`src/rtl/ipf_pkg.sv`:
```
// Package: shared types for the instruction-indexed prefetcher.
// Assumes: nothing beyond IEEE 1800-2017 synthesizable subset.
package ipf_pkg;

    // Source kind of a request, reported to a downstream merger.
    typedef enum logic {
        PF_STRIDE = 1'b0,
        PF_REGION = 1'b1
    } pf_kind_e;

    // Default geometry shared by the modules.
    localparam int DEF_IP_W         = 32;
    localparam int DEF_ADDR_W       = 32;
    localparam int DEF_ENTRIES      = 16;
    localparam int DEF_LINE_BYTES   = 64;
    localparam int DEF_REGION_LINES = 16;
    localparam int DEF_STRIDE_W     = 16;
    localparam int DEF_CONF_W       = 2;

endpackage

```
`src/rtl/ipf_table.sv`:
```
// Module: per-instruction training table.
// Does: direct-mapped storage, indexed by the low IP bits and tagged by the rest.
//       Learns a signed stride with a saturating confidence counter, plus a
//       footprint of the lines touched in the current region and in the previous one.
//       Provides a read port that shows the state from before this cycle's write.
// Assumes: ENTRIES and REGION_LINES are powers of two, and STRIDE_W < ADDR_W.
module ipf_table #(
    parameter int IP_W         = ipf_pkg::DEF_IP_W,
    parameter int ADDR_W       = ipf_pkg::DEF_ADDR_W,
    parameter int ENTRIES      = ipf_pkg::DEF_ENTRIES,
    parameter int LINE_BYTES   = ipf_pkg::DEF_LINE_BYTES,
    parameter int REGION_LINES = ipf_pkg::DEF_REGION_LINES,
    parameter int STRIDE_W     = ipf_pkg::DEF_STRIDE_W,
    parameter int CONF_W       = ipf_pkg::DEF_CONF_W
) (
    input  logic                    clk,
    input  logic                    rst_n,
    input  logic                    obs_valid,
    input  logic [IP_W-1:0]         obs_ip,
    input  logic [ADDR_W-1:0]       obs_addr,
    input  logic [IP_W-1:0]         rd_ip,
    output logic                    rd_hit,
    output logic [STRIDE_W-1:0]     rd_stride,
    output logic [CONF_W-1:0]       rd_conf,
    output logic [REGION_LINES-1:0] rd_map
);
    localparam int IDX_W  = $clog2(ENTRIES);
    localparam int TAG_W  = IP_W - IDX_W;
    localparam int LINE_B = $clog2(LINE_BYTES);
    localparam int OFF_W  = $clog2(REGION_LINES);
    localparam int REG_B  = LINE_B + OFF_W;
    localparam logic [CONF_W-1:0] CONF_MAX = '1;

    logic [ENTRIES-1:0]      valid_q;
    logic [TAG_W-1:0]        tag_q    [ENTRIES];
    logic [ADDR_W-1:0]       last_q   [ENTRIES];
    logic [STRIDE_W-1:0]     stride_q [ENTRIES];
    logic [CONF_W-1:0]       conf_q   [ENTRIES];
    logic [REGION_LINES-1:0] cur_q    [ENTRIES];
    logic [REGION_LINES-1:0] old_q    [ENTRIES];

    logic [IDX_W-1:0]        w_idx;
    logic [TAG_W-1:0]        w_tag;
    logic                    w_hit;
    logic [OFF_W-1:0]        w_off;
    logic [REGION_LINES-1:0] w_bit;
    logic [ADDR_W-1:0]       w_delta;
    logic                    w_in_rng;
    logic                    w_same_stride;
    logic                    w_same_region;
    logic [CONF_W-1:0]       w_conf_cur;

    logic [STRIDE_W-1:0]     n_stride;
    logic [CONF_W-1:0]       n_conf;
    logic [REGION_LINES-1:0] n_cur;
    logic [REGION_LINES-1:0] n_old;

    logic [IDX_W-1:0]        r_idx;
    logic [TAG_W-1:0]        r_tag;

    // Decode the observation into slot, tag and line offset.
    assign w_idx      = obs_ip[IDX_W-1:0];
    assign w_tag      = obs_ip[IP_W-1:IDX_W];
    assign w_hit      = valid_q[w_idx] && (tag_q[w_idx] == w_tag);
    assign w_off      = obs_addr[REG_B-1:LINE_B];
    assign w_bit      = REGION_LINES'(1) << w_off;
    assign w_conf_cur = conf_q[w_idx];

    // Compare the new address with the slot's history.
    assign w_delta       = obs_addr - last_q[w_idx];
    assign w_in_rng      = (&w_delta[ADDR_W-1:STRIDE_W-1]) || !(|w_delta[ADDR_W-1:STRIDE_W-1]);
    assign w_same_stride = w_in_rng && (w_delta[STRIDE_W-1:0] == stride_q[w_idx]);
    assign w_same_region = (obs_addr[ADDR_W-1:REG_B] == last_q[w_idx][ADDR_W-1:REG_B]);

    // Next stride, confidence and footprints for the observed slot.
    always_comb begin : train_next
        n_stride = stride_q[w_idx];
        n_conf   = w_conf_cur;
        n_cur    = cur_q[w_idx];
        n_old    = old_q[w_idx];
        if (!w_hit) begin
            n_stride = '0;
            n_conf   = '0;
            n_cur    = w_bit;
            n_old    = '0;
        end else begin
            if (w_same_stride) begin
                if (w_conf_cur != CONF_MAX) begin
                    n_conf = w_conf_cur + CONF_W'(1);
                end
            end else if (w_conf_cur != '0) begin
                n_conf = w_conf_cur - CONF_W'(1);
            end else begin
                n_stride = w_in_rng ? w_delta[STRIDE_W-1:0] : '0;
            end
            if (w_same_region) begin
                n_cur = cur_q[w_idx] | w_bit;
            end else begin
                n_old = cur_q[w_idx];
                n_cur = w_bit;
            end
        end
    end

    // Write the observed slot, or clear the whole table on reset.
    always_ff @(posedge clk) begin : table_write
        if (!rst_n) begin
            valid_q <= '0;
            for (int e = 0; e < ENTRIES; e++) begin
                tag_q[e]    <= '0;
                last_q[e]   <= '0;
                stride_q[e] <= '0;
                conf_q[e]   <= '0;
                cur_q[e]    <= '0;
                old_q[e]    <= '0;
            end
        end else if (obs_valid) begin
            valid_q[w_idx]  <= 1'b1;
            tag_q[w_idx]    <= w_tag;
            last_q[w_idx]   <= obs_addr;
            stride_q[w_idx] <= n_stride;
            conf_q[w_idx]   <= n_conf;
            cur_q[w_idx]    <= n_cur;
            old_q[w_idx]    <= n_old;
        end
    end

    // Lookup port for the trigger path: shows the registered state only.
    assign r_idx     = rd_ip[IDX_W-1:0];
    assign r_tag     = rd_ip[IP_W-1:IDX_W];
    assign rd_hit    = valid_q[r_idx] && (tag_q[r_idx] == r_tag);
    assign rd_stride = stride_q[r_idx];
    assign rd_conf   = conf_q[r_idx];
    assign rd_map    = old_q[r_idx];

    // an observation always leaves its slot valid.
    assert_slot_filled_R2: assert property (@(posedge clk) disable iff (!rst_n)
        obs_valid |=> valid_q[$past(w_idx)]);

    // confidence moves by at most one step for each observation.
    assert_conf_step_R3: assert property (@(posedge clk) disable iff (!rst_n)
        (obs_valid && w_hit) |=>
            ((conf_q[$past(w_idx)] == $past(w_conf_cur)) ||
             (conf_q[$past(w_idx)] == $past(w_conf_cur) + CONF_W'(1)) ||
             (conf_q[$past(w_idx)] == $past(w_conf_cur) - CONF_W'(1))));

endmodule

```
`src/rtl/ipf_decide.sv`:
```
// Module: trigger decision.
// Does: from the looked-up slot and the miss address, chooses stride or footprint
//       mode and forms the stride target, the region base and the line mask.
// Assumes: purely combinational; stride mode has priority over the footprint.
module ipf_decide #(
    parameter int ADDR_W       = ipf_pkg::DEF_ADDR_W,
    parameter int LINE_BYTES   = ipf_pkg::DEF_LINE_BYTES,
    parameter int REGION_LINES = ipf_pkg::DEF_REGION_LINES,
    parameter int STRIDE_W     = ipf_pkg::DEF_STRIDE_W,
    parameter int CONF_W       = ipf_pkg::DEF_CONF_W
) (
    input  logic                    rd_hit,
    input  logic [STRIDE_W-1:0]     rd_stride,
    input  logic [CONF_W-1:0]       rd_conf,
    input  logic [REGION_LINES-1:0] rd_map,
    input  logic [ADDR_W-1:0]       miss_addr,
    output logic                    want_stride,
    output logic                    want_region,
    output logic [ADDR_W-1:0]       stride_addr,
    output logic [ADDR_W-1:0]       region_base,
    output logic [REGION_LINES-1:0] region_mask
);
    localparam int LINE_B = $clog2(LINE_BYTES);
    localparam int OFF_W  = $clog2(REGION_LINES);
    localparam int REG_B  = LINE_B + OFF_W;
    localparam logic [CONF_W-1:0] CONF_MAX  = '1;
    localparam logic [ADDR_W-1:0] LINE_MASK = ~(ADDR_W'(LINE_BYTES - 1));
    localparam logic [ADDR_W-1:0] REG_MASK  = ~(ADDR_W'((1 << REG_B) - 1));

    logic [ADDR_W-1:0]       stride_ext;
    logic [OFF_W-1:0]        miss_off;

    // Sign-extend the stride and add it to the missing address.
    assign stride_ext  = {{(ADDR_W-STRIDE_W){rd_stride[STRIDE_W-1]}}, rd_stride};
    assign stride_addr = (miss_addr + stride_ext) & LINE_MASK;

    // Footprint lines in the missing region, minus the line that missed.
    assign miss_off    = miss_addr[REG_B-1:LINE_B];
    assign region_base = miss_addr & REG_MASK;
    assign region_mask = rd_map & ~(REGION_LINES'(1) << miss_off);

    // Mode choice: a confident nonzero stride wins, else a nonempty footprint.
    assign want_stride = rd_hit && (rd_conf == CONF_MAX) && (rd_stride != '0);
    assign want_region = rd_hit && !want_stride && (region_mask != '0);

endmodule

```
`src/rtl/ipf_issue.sv`:
```
// Module: request issue engine.
// Does: loads one request (stride) or a line mask (footprint) on an accepted
//       trigger and offers the lines one per cycle, lowest offset first, under
//       valid/ready flow control.
// Assumes: a trigger is accepted only while nothing is pending.
module ipf_issue #(
    parameter int ADDR_W       = ipf_pkg::DEF_ADDR_W,
    parameter int LINE_BYTES   = ipf_pkg::DEF_LINE_BYTES,
    parameter int REGION_LINES = ipf_pkg::DEF_REGION_LINES
) (
    input  logic                    clk,
    input  logic                    rst_n,
    input  logic                    miss_valid,
    input  logic                    want_stride,
    input  logic                    want_region,
    input  logic [ADDR_W-1:0]       stride_addr,
    input  logic [ADDR_W-1:0]       region_base,
    input  logic [REGION_LINES-1:0] region_mask,
    input  logic                    pf_ready,
    output logic                    pf_valid,
    output logic [ADDR_W-1:0]       pf_addr,
    output logic                    pf_region
);
    import ipf_pkg::*;

    localparam int LINE_B = $clog2(LINE_BYTES);
    localparam int OFF_W  = $clog2(REGION_LINES);

    logic                    busy_q;
    logic [ADDR_W-1:0]       addr_q;
    logic [ADDR_W-1:0]       base_q;
    logic [REGION_LINES-1:0] rem_q;
    pf_kind_e                kind_q;

    logic [OFF_W-1:0]        first_off;
    logic [OFF_W-1:0]        next_off;
    logic                    accept;
    logic                    fire;

    // Lowest set line of the incoming footprint mask.
    always_comb begin : pick_first
        first_off = '0;
        for (int i = REGION_LINES - 1; i >= 0; i--) begin
            if (region_mask[i]) first_off = OFF_W'(i);
        end
    end

    // Lowest set line still waiting in the current cluster.
    always_comb begin : pick_next
        next_off = '0;
        for (int i = REGION_LINES - 1; i >= 0; i--) begin
            if (rem_q[i]) next_off = OFF_W'(i);
        end
    end

    assign accept = !busy_q && miss_valid && (want_stride || want_region);
    assign fire   = busy_q && pf_ready;

    // Load a new request set, or step through the cluster on each handshake.
    always_ff @(posedge clk) begin : issue_seq
        if (!rst_n) begin
            busy_q <= 1'b0;
            addr_q <= '0;
            base_q <= '0;
            rem_q  <= '0;
            kind_q <= PF_STRIDE;
        end else if (accept) begin
            busy_q <= 1'b1;
            if (want_stride) begin
                addr_q <= stride_addr;
                rem_q  <= '0;
                kind_q <= PF_STRIDE;
            end else begin
                addr_q <= region_base | (ADDR_W'(first_off) << LINE_B);
                base_q <= region_base;
                rem_q  <= region_mask & ~(REGION_LINES'(1) << first_off);
                kind_q <= PF_REGION;
            end
        end else if (fire) begin
            if (rem_q != '0) begin
                addr_q <= base_q | (ADDR_W'(next_off) << LINE_B);
                rem_q  <= rem_q & ~(REGION_LINES'(1) << next_off);
            end else begin
                busy_q <= 1'b0;
            end
        end
    end

    assign pf_valid  = busy_q;
    assign pf_addr   = addr_q;
    assign pf_region = (kind_q == PF_REGION);

    // an unaccepted request holds steady.
    assert_hold_R9: assert property (@(posedge clk) disable iff (!rst_n)
        (pf_valid && !pf_ready) |=> (pf_valid && $stable(pf_addr) && $stable(pf_region)));

    // footprint lines come out in ascending address order.
    assert_ascend_R8: assert property (@(posedge clk) disable iff (!rst_n)
        (fire && (kind_q == PF_REGION) && (rem_q != '0)) |=> (pf_addr > $past(pf_addr)));

    // a new request set only ever starts from a trigger.
    assert_start_R10: assert property (@(posedge clk) disable iff (!rst_n)
        $rose(pf_valid) |-> $past(miss_valid));

endmodule

```
`src/rtl/ipf_prefetcher.sv`:
```
// Module: instruction-indexed data prefetcher, top level.
// Does: trains a per-IP table from load observations and, on a miss trigger,
//       issues stride or footprint prefetch lines on a valid/ready port.
// Assumes: observations and triggers each come at most one per cycle; a trigger
//          sees the table as it stood before that cycle's observation.
module ipf_prefetcher #(
    parameter int IP_W         = ipf_pkg::DEF_IP_W,
    parameter int ADDR_W       = ipf_pkg::DEF_ADDR_W,
    parameter int ENTRIES      = ipf_pkg::DEF_ENTRIES,
    parameter int LINE_BYTES   = ipf_pkg::DEF_LINE_BYTES,
    parameter int REGION_LINES = ipf_pkg::DEF_REGION_LINES,
    parameter int STRIDE_W     = ipf_pkg::DEF_STRIDE_W,
    parameter int CONF_W       = ipf_pkg::DEF_CONF_W
) (
    input  logic              clk,
    input  logic              rst_n,
    input  logic              obs_valid,
    input  logic [IP_W-1:0]   obs_ip,
    input  logic [ADDR_W-1:0] obs_addr,
    input  logic              miss_valid,
    input  logic [IP_W-1:0]   miss_ip,
    input  logic [ADDR_W-1:0] miss_addr,
    input  logic              pf_ready,
    output logic              pf_valid,
    output logic [ADDR_W-1:0] pf_addr,
    output logic              pf_region
);
    logic                    rd_hit;
    logic [STRIDE_W-1:0]     rd_stride;
    logic [CONF_W-1:0]       rd_conf;
    logic [REGION_LINES-1:0] rd_map;
    logic                    want_stride;
    logic                    want_region;
    logic [ADDR_W-1:0]       stride_addr;
    logic [ADDR_W-1:0]       region_base;
    logic [REGION_LINES-1:0] region_mask;

    ipf_table #(
        .IP_W(IP_W), .ADDR_W(ADDR_W), .ENTRIES(ENTRIES), .LINE_BYTES(LINE_BYTES),
        .REGION_LINES(REGION_LINES), .STRIDE_W(STRIDE_W), .CONF_W(CONF_W)
    ) i_table (
        .clk(clk), .rst_n(rst_n),
        .obs_valid(obs_valid), .obs_ip(obs_ip), .obs_addr(obs_addr),
        .rd_ip(miss_ip),
        .rd_hit(rd_hit), .rd_stride(rd_stride), .rd_conf(rd_conf), .rd_map(rd_map)
    );

    ipf_decide #(
        .ADDR_W(ADDR_W), .LINE_BYTES(LINE_BYTES), .REGION_LINES(REGION_LINES),
        .STRIDE_W(STRIDE_W), .CONF_W(CONF_W)
    ) i_decide (
        .rd_hit(rd_hit), .rd_stride(rd_stride), .rd_conf(rd_conf), .rd_map(rd_map),
        .miss_addr(miss_addr),
        .want_stride(want_stride), .want_region(want_region),
        .stride_addr(stride_addr), .region_base(region_base), .region_mask(region_mask)
    );

    ipf_issue #(
        .ADDR_W(ADDR_W), .LINE_BYTES(LINE_BYTES), .REGION_LINES(REGION_LINES)
    ) i_issue (
        .clk(clk), .rst_n(rst_n), .miss_valid(miss_valid),
        .want_stride(want_stride), .want_region(want_region),
        .stride_addr(stride_addr), .region_base(region_base), .region_mask(region_mask),
        .pf_ready(pf_ready), .pf_valid(pf_valid), .pf_addr(pf_addr), .pf_region(pf_region)
    );

    // a stride request always comes from a slot that was confident.
    assert_stride_conf_R7: assert property (@(posedge clk) disable iff (!rst_n)
        ($rose(pf_valid) && !pf_region) |-> ($past(rd_conf) == '1));

endmodule

```
`config.mk`:
```
export PLATFORM = sky130hd
export DESIGN_NAME = ipf_prefetcher
export DESIGN_NICKNAME = d
export VERILOG_FILES = /design/src/rtl/ipf_pkg.sv /design/src/rtl/ipf_table.sv /design/src/rtl/ipf_decide.sv /design/src/rtl/ipf_issue.sv /design/src/rtl/ipf_prefetcher.sv
export SDC_FILE = /design/constraint.sdc
export NUM_CORES = 2
export LEC_CHECK = 0
export ABC_CLOCK_PERIOD_IN_PS = 16860
export CAP_MARGIN = 15
export CORE_ASPECT_RATIO = 0.75
export CORE_MARGIN = 2
export CORE_UTILIZATION = 60
export DETAILED_ROUTE_END_ITERATION = 7
export GPL_ROUTABILITY_DRIVEN = 0
export PLACE_DENSITY = 0.88
export SLEW_MARGIN = 25
export SYNTH_ARGS = -nofsm -noshare
export SYNTH_HDL_FRONTEND = slang
export SYNTH_SLANG_ARGS = --single-unit
```
`constraint.sdc`:
```
create_clock -name clk -period 16.86 [get_ports clk]
set_clock_uncertainty 0.1 [all_clocks]
set_input_delay 5.058 -clock clk [delete_from_list [all_inputs] [get_ports clk]]
set_output_delay 5.058 -clock clk [all_outputs]
set_load 0.01 [all_outputs]
```
==> results list <==
- The die is 345 um tall.
- The first global-routing pass estimated ~430,000 um of wire.
- Worst slack, placed: 3.55 ns
- I/O pin cnt: between 150 and 200
* Complex-gate fraction of the synthesized area: under 10%
- Min setup slack post-route: between 4 and 5 ns
- The total overflow left after global routing is 0.
- Kind of end point of the critical path: flip-flop
- Maxcap violations: 0
- Of the synthesized area, sequential elements account for 58.7%.
- Clock net sink count: 1,842
- Hold-critical path depth: 2
- Across the whole layout, storage elements account for 54,500 sq um.
* Average instance area after synthesis: 14.1 sq um
- After detailed routing, the number of vias per cell comes to about 7.6.
- The H-tree was split into 4 levels.
- In this run the static leakage power is approximately 36 nW.
- After synthesis, the netlist uses 96 different library cells.
* Number of DRC violations after detailed routing: 3
- # setup viols final: 0
* Count of buffers added by post-CTS timing repair for setup: 0
- TritonCTS built the clock tree.
- Final-report hold violation count: 0
- Count of routing violations after the opening detailed-route iteration: between 10,000 and 15,000
- Detailed routing inserted a total of ~65,000 vias.
- Before antenna repair, the detailed router went through 8 iterations.
* Final Slew Violations: 0
- Detailed placement HPWL: between 150,000 and 200,000 um
* Fillers: approximately 9,600
- For this run, asynchronously set or reset flops after synthesis account for 0%.
- Adding up every negative setup slack in the final design gives 0 ns.
* Buffer cell driving the clock tree root: sky130_fd_sc_hd__clkbuf_16
* X dimension of the die: 458 um
- VDD sags by at most approximately 110 uV.
- Final design instance area without fill: between 100,000 and 150,000 sq um
- The cell area that synthesis handed to floorplanning was roughly 93,000 sq um.
- Counting flops with a built-in enable in the synthesized netlist gives 1,760.
* Min-Delay Path Class: reg -> reg
* Most used DFF post-synth: sky130_fd_sc_hd__edfxtp_1
* Cts hold-fix bufs: 0
* Count of mapped cells out of synthesis: roughly 6,600
* Max transition margin: around 18%
- Number of buffers between clock root and the deepest sink: 3
- By area, the combinational part of the netlist is dominated by multiplexers.
- The synthesized netlist devotes less than 1% of its cell area to adder and majority cells.
* Flip-flop and latch count after synthesis: ~1,800
- Count of yosys warnings during synthesis: 0
- Setup repair after global routing left no endpoint under its margin.
- The final layout contains ~6,600 nets.
- Violated checks: design-rule violations
- The area growth from synthesis to layout is 8.88%.
- Placeable core area: between 150,000 and 200,000 sq um
- Post-cts gate resize count: 0
* Via count of the first global-routing pass: 64,526
* Cell Pwr Density: approximately 110 nW/um^2
* Worst Tran Pin Value: 1.23 ns
* Max Freq: roughly 80 MHz
* Antenna viol nets, final: 0
- Simple-gate portion of the synthesized area: between 10 and 15%
* Worst Hold Margin: between 0.3 and 0.4 ns
- Summing all multi-input logic gate instances after layout gives 35,600 sq um.
- Entering global routing, the biggest net connects 229 pins.
- Type of element launching the critical path: primary input
* Total Die Area: 158,000 sq um
- Fraction of layout instances using a drive strength above 1: between 10% and 20%
- Buffers placed on the I/O ports in this run total 160.
* Post-detailed-placement cell area: 95,200 sq um
- Summing internal, switching and leakage power gives around 0.011 W.
- Post-Route WL: a little under 300,000 um
* Largest driver fanout on the critical path: 39
- Initial cell density of the core: 60.7%
- Post-synthesis mux area share: a little under a fifth
* Required time of the critical path: between 15 and 20 ns
* Antenna violations before repair: 26
- Clock insertion delay at the later pin of the skew report: around 0.86 ns
- Clock buffers created by TritonCTS: 171
* Detailed-route wire length per cell: around 35 um
* Run status: finished, violations left
- After Yosys synthesis, XOR and XNOR cells account for under 10% of the synthesized area.
* Post-route clock period utilization: between 70% and 80%
* Post-route minimum period: roughly 12 ns
- The critical path is of the in -> reg type.
* Row count: approximately 120
- Global routing used between 30% and 40% of the available tracks across all layers.
- Post-CTS clock slew at the launch and capture registers of the worst setup and hold paths: ~0.06 ns
* Number of cells on the worst reg-to-reg path: 16
* Arrival time at the worst endpoint: 12.72 ns
## synth_stat cells (12+ instances only)
cell / count / area (sq um)
sky130_fd_sc_hd__and2_1: 254 / 1590
sky130_fd_sc_hd__o221a_2: 13 / 146
sky130_fd_sc_hd__a211oi_1: 49 / 368
sky130_fd_sc_hd__ha_1: 64 / 801
sky130_fd_sc_hd__nor4_1: 22 / 138
sky130_fd_sc_hd__and3_1: 707 / 4420
sky130_fd_sc_hd__nand2b_1: 24 / 150
sky130_fd_sc_hd__a21oi_1: 128 / 641
sky130_fd_sc_hd__a31oi_1: 15 / 93.8
sky130_fd_sc_hd__nor3_1: 54 / 270
sky130_fd_sc_hd__xnor2_1: 63 / 552
sky130_fd_sc_hd__nor2_1: 983 / 3690
sky130_fd_sc_hd__nand4_1: 27 / 169
sky130_fd_sc_hd__nand2_1: 260 / 976
sky130_fd_sc_hd__buf_1: 33 / 124
sky130_fd_sc_hd__dfxtp_1: 82 / 1640
sky130_fd_sc_hd__o21ai_0: 81 / 405
sky130_fd_sc_hd__buf_4: 37 / 278
sky130_fd_sc_hd__inv_1: 62 / 233
sky130_fd_sc_hd__edfxtp_1: 1760 / 52900
sky130_fd_sc_hd__nand3_1: 53 / 265
sky130_fd_sc_hd__a21boi_1: 15 / 113
sky130_fd_sc_hd__a22oi_1: 14 / 105
sky130_fd_sc_hd__xor2_1: 62 / 543
sky130_fd_sc_hd__a221oi_1: 13 / 114
sky130_fd_sc_hd__o21a_1: 27 / 203
sky130_fd_sc_hd__buf_6: 24 / 270
sky130_fd_sc_hd__o22ai_1: 12 / 75.1
sky130_fd_sc_hd__buf_2: 123 / 616
sky130_fd_sc_hd__a21o_1: 33 / 248
sky130_fd_sc_hd__nor2b_1: 45 / 282
sky130_fd_sc_hd__mux2_2: 17 / 191
sky130_fd_sc_hd__mux2i_1: 118 / 1180
sky130_fd_sc_hd__clkbuf_1: 421 / 1580
sky130_fd_sc_hd__mux4_2: 691 / 15600
## placed cells by master (no fill, tap or decap), types with 82 or more instances in the layout
cell type	count
sky130_fd_sc_hd__clkbuf_16	173
sky130_fd_sc_hd__buf_4	85
sky130_fd_sc_hd__edfxtp_1	1760
sky130_fd_sc_hd__a21oi_1	113
sky130_fd_sc_hd__clkdlybuf4s50_1	151
sky130_fd_sc_hd__mux4_2	691
sky130_fd_sc_hd__nand2_1	230
sky130_fd_sc_hd__and3_1	707
sky130_fd_sc_hd__and2_1	253
sky130_fd_sc_hd__mux2i_1	111
sky130_fd_sc_hd__nor2_1	979
sky130_fd_sc_hd__dfxtp_1	82
## area by class of cell
class | count | share of cell area (%)
Timing Repair Buffer | 265 | 2.68
Tap cell | 2016 | 2.50
Clock buffer | 208 | 4.45
Antenna cell | 24 | 0.0594
Clock inverter | 100 | 0.955
Inverter | 68 | 0.259
Multi-Input combinational cell | 4044 | 35.2
Sequential cell | 1842 | 53.9
## through the flow
stage / instances / utilization, %
after detailed placement: 8227 / 62.2
final: 8567 / 66.1
after global placement: 8225 / 62.2
after CTS: 8535 / 65.8
after global routing: 8559 / 66.1
after floorplan: 6596 / -
## sequential cells by signal (all words and copies together), names as in the netlist, 16 cells and up
register	cells
i_table.last_q	512
i_table.valid_q	16
i_table.cur_q	256
i_issue.base_q	22
i_table.stride_q	256
i_table.conf_q	32
i_table.tag_q	448
i_table.old_q	256
i_issue.pf_addr	26
i_issue.rem_q	16
## cells by family (layout without fill, tap and decap cells)
logic type                 after synthesis  count (layout)
other                                    1              30
buffers and inverters                  710             641
xor gates and xnor gates               127             127
AOI/OAI and AO/OA                      523             523
and+or+nand+nor                       2489            2489
adders and majority gates               65              65
DFF                                   1842            1842
muxes                                  834             834
## per-layer routing
| metal | share of wire (%) | routed length, um | global-route usage (%) | up-vias |
|---|---|---|---|---|
| li1 | - | - | - | 24860 |
| met3 | 18 | 54300 | 13.9 | 1668 |
| met5 | 0.049 | 144 | 0 | - |
| met2 | 44 | 131000 | 55.0 | 7334 |
| met1 | 30 | 89700 | 47.2 | 31175 |
| met4 | 7.1 | 20900 | 21.7 | 22 |
## power breakdown
group / switching [W] / internal [W]
Sequential: 0.000103 / 0.00523
Combinational: 0.000880 / 0.000533
Clock: 0.00181 / 0.00212
Total: 0.00279 / 0.00788
## critical path, stage by stage
cell	delay (ns)
sky130_fd_sc_hd__buf_4	0.33
sky130_fd_sc_hd__inv_6	0.63
sky130_fd_sc_hd__buf_4	0.71
sky130_fd_sc_hd__mux4_2	0.58
sky130_fd_sc_hd__inv_1	0.27
sky130_fd_sc_hd__ha_1	0.37
sky130_fd_sc_hd__o211a_1	0.27
sky130_fd_sc_hd__o31a_1	0.15
sky130_fd_sc_hd__o21ai_1	0.34
sky130_fd_sc_hd__o21ai_1	0.23
sky130_fd_sc_hd__a211oi_1	0.55
sky130_fd_sc_hd__o211ai_1	0.18
sky130_fd_sc_hd__or4_1	0.44
sky130_fd_sc_hd__or4_1	0.52
sky130_fd_sc_hd__o22a_1	0.41
sky130_fd_sc_hd__nand2_2	0.61
sky130_fd_sc_hd__mux2i_2	0.88
sky130_fd_sc_hd__nor2_1	0.12
## path summary, 6_finish.rpt
check / startpoint / to / slack (ns)
worst max-delay path: obs_ip[3] / i_table.stride_q[4][10] / 4.60
worst min-delay path: i_issue.base_q[23] / i_issue.base_q[23] / 0.35
worst max register to register: i_table.last_q[12][10] / i_table.stride_q[3][3] / 9.71
worst min register to register: i_issue.base_q[23] / i_issue.base_q[23] / 0.35
Power figures use the tool's default switching activity.
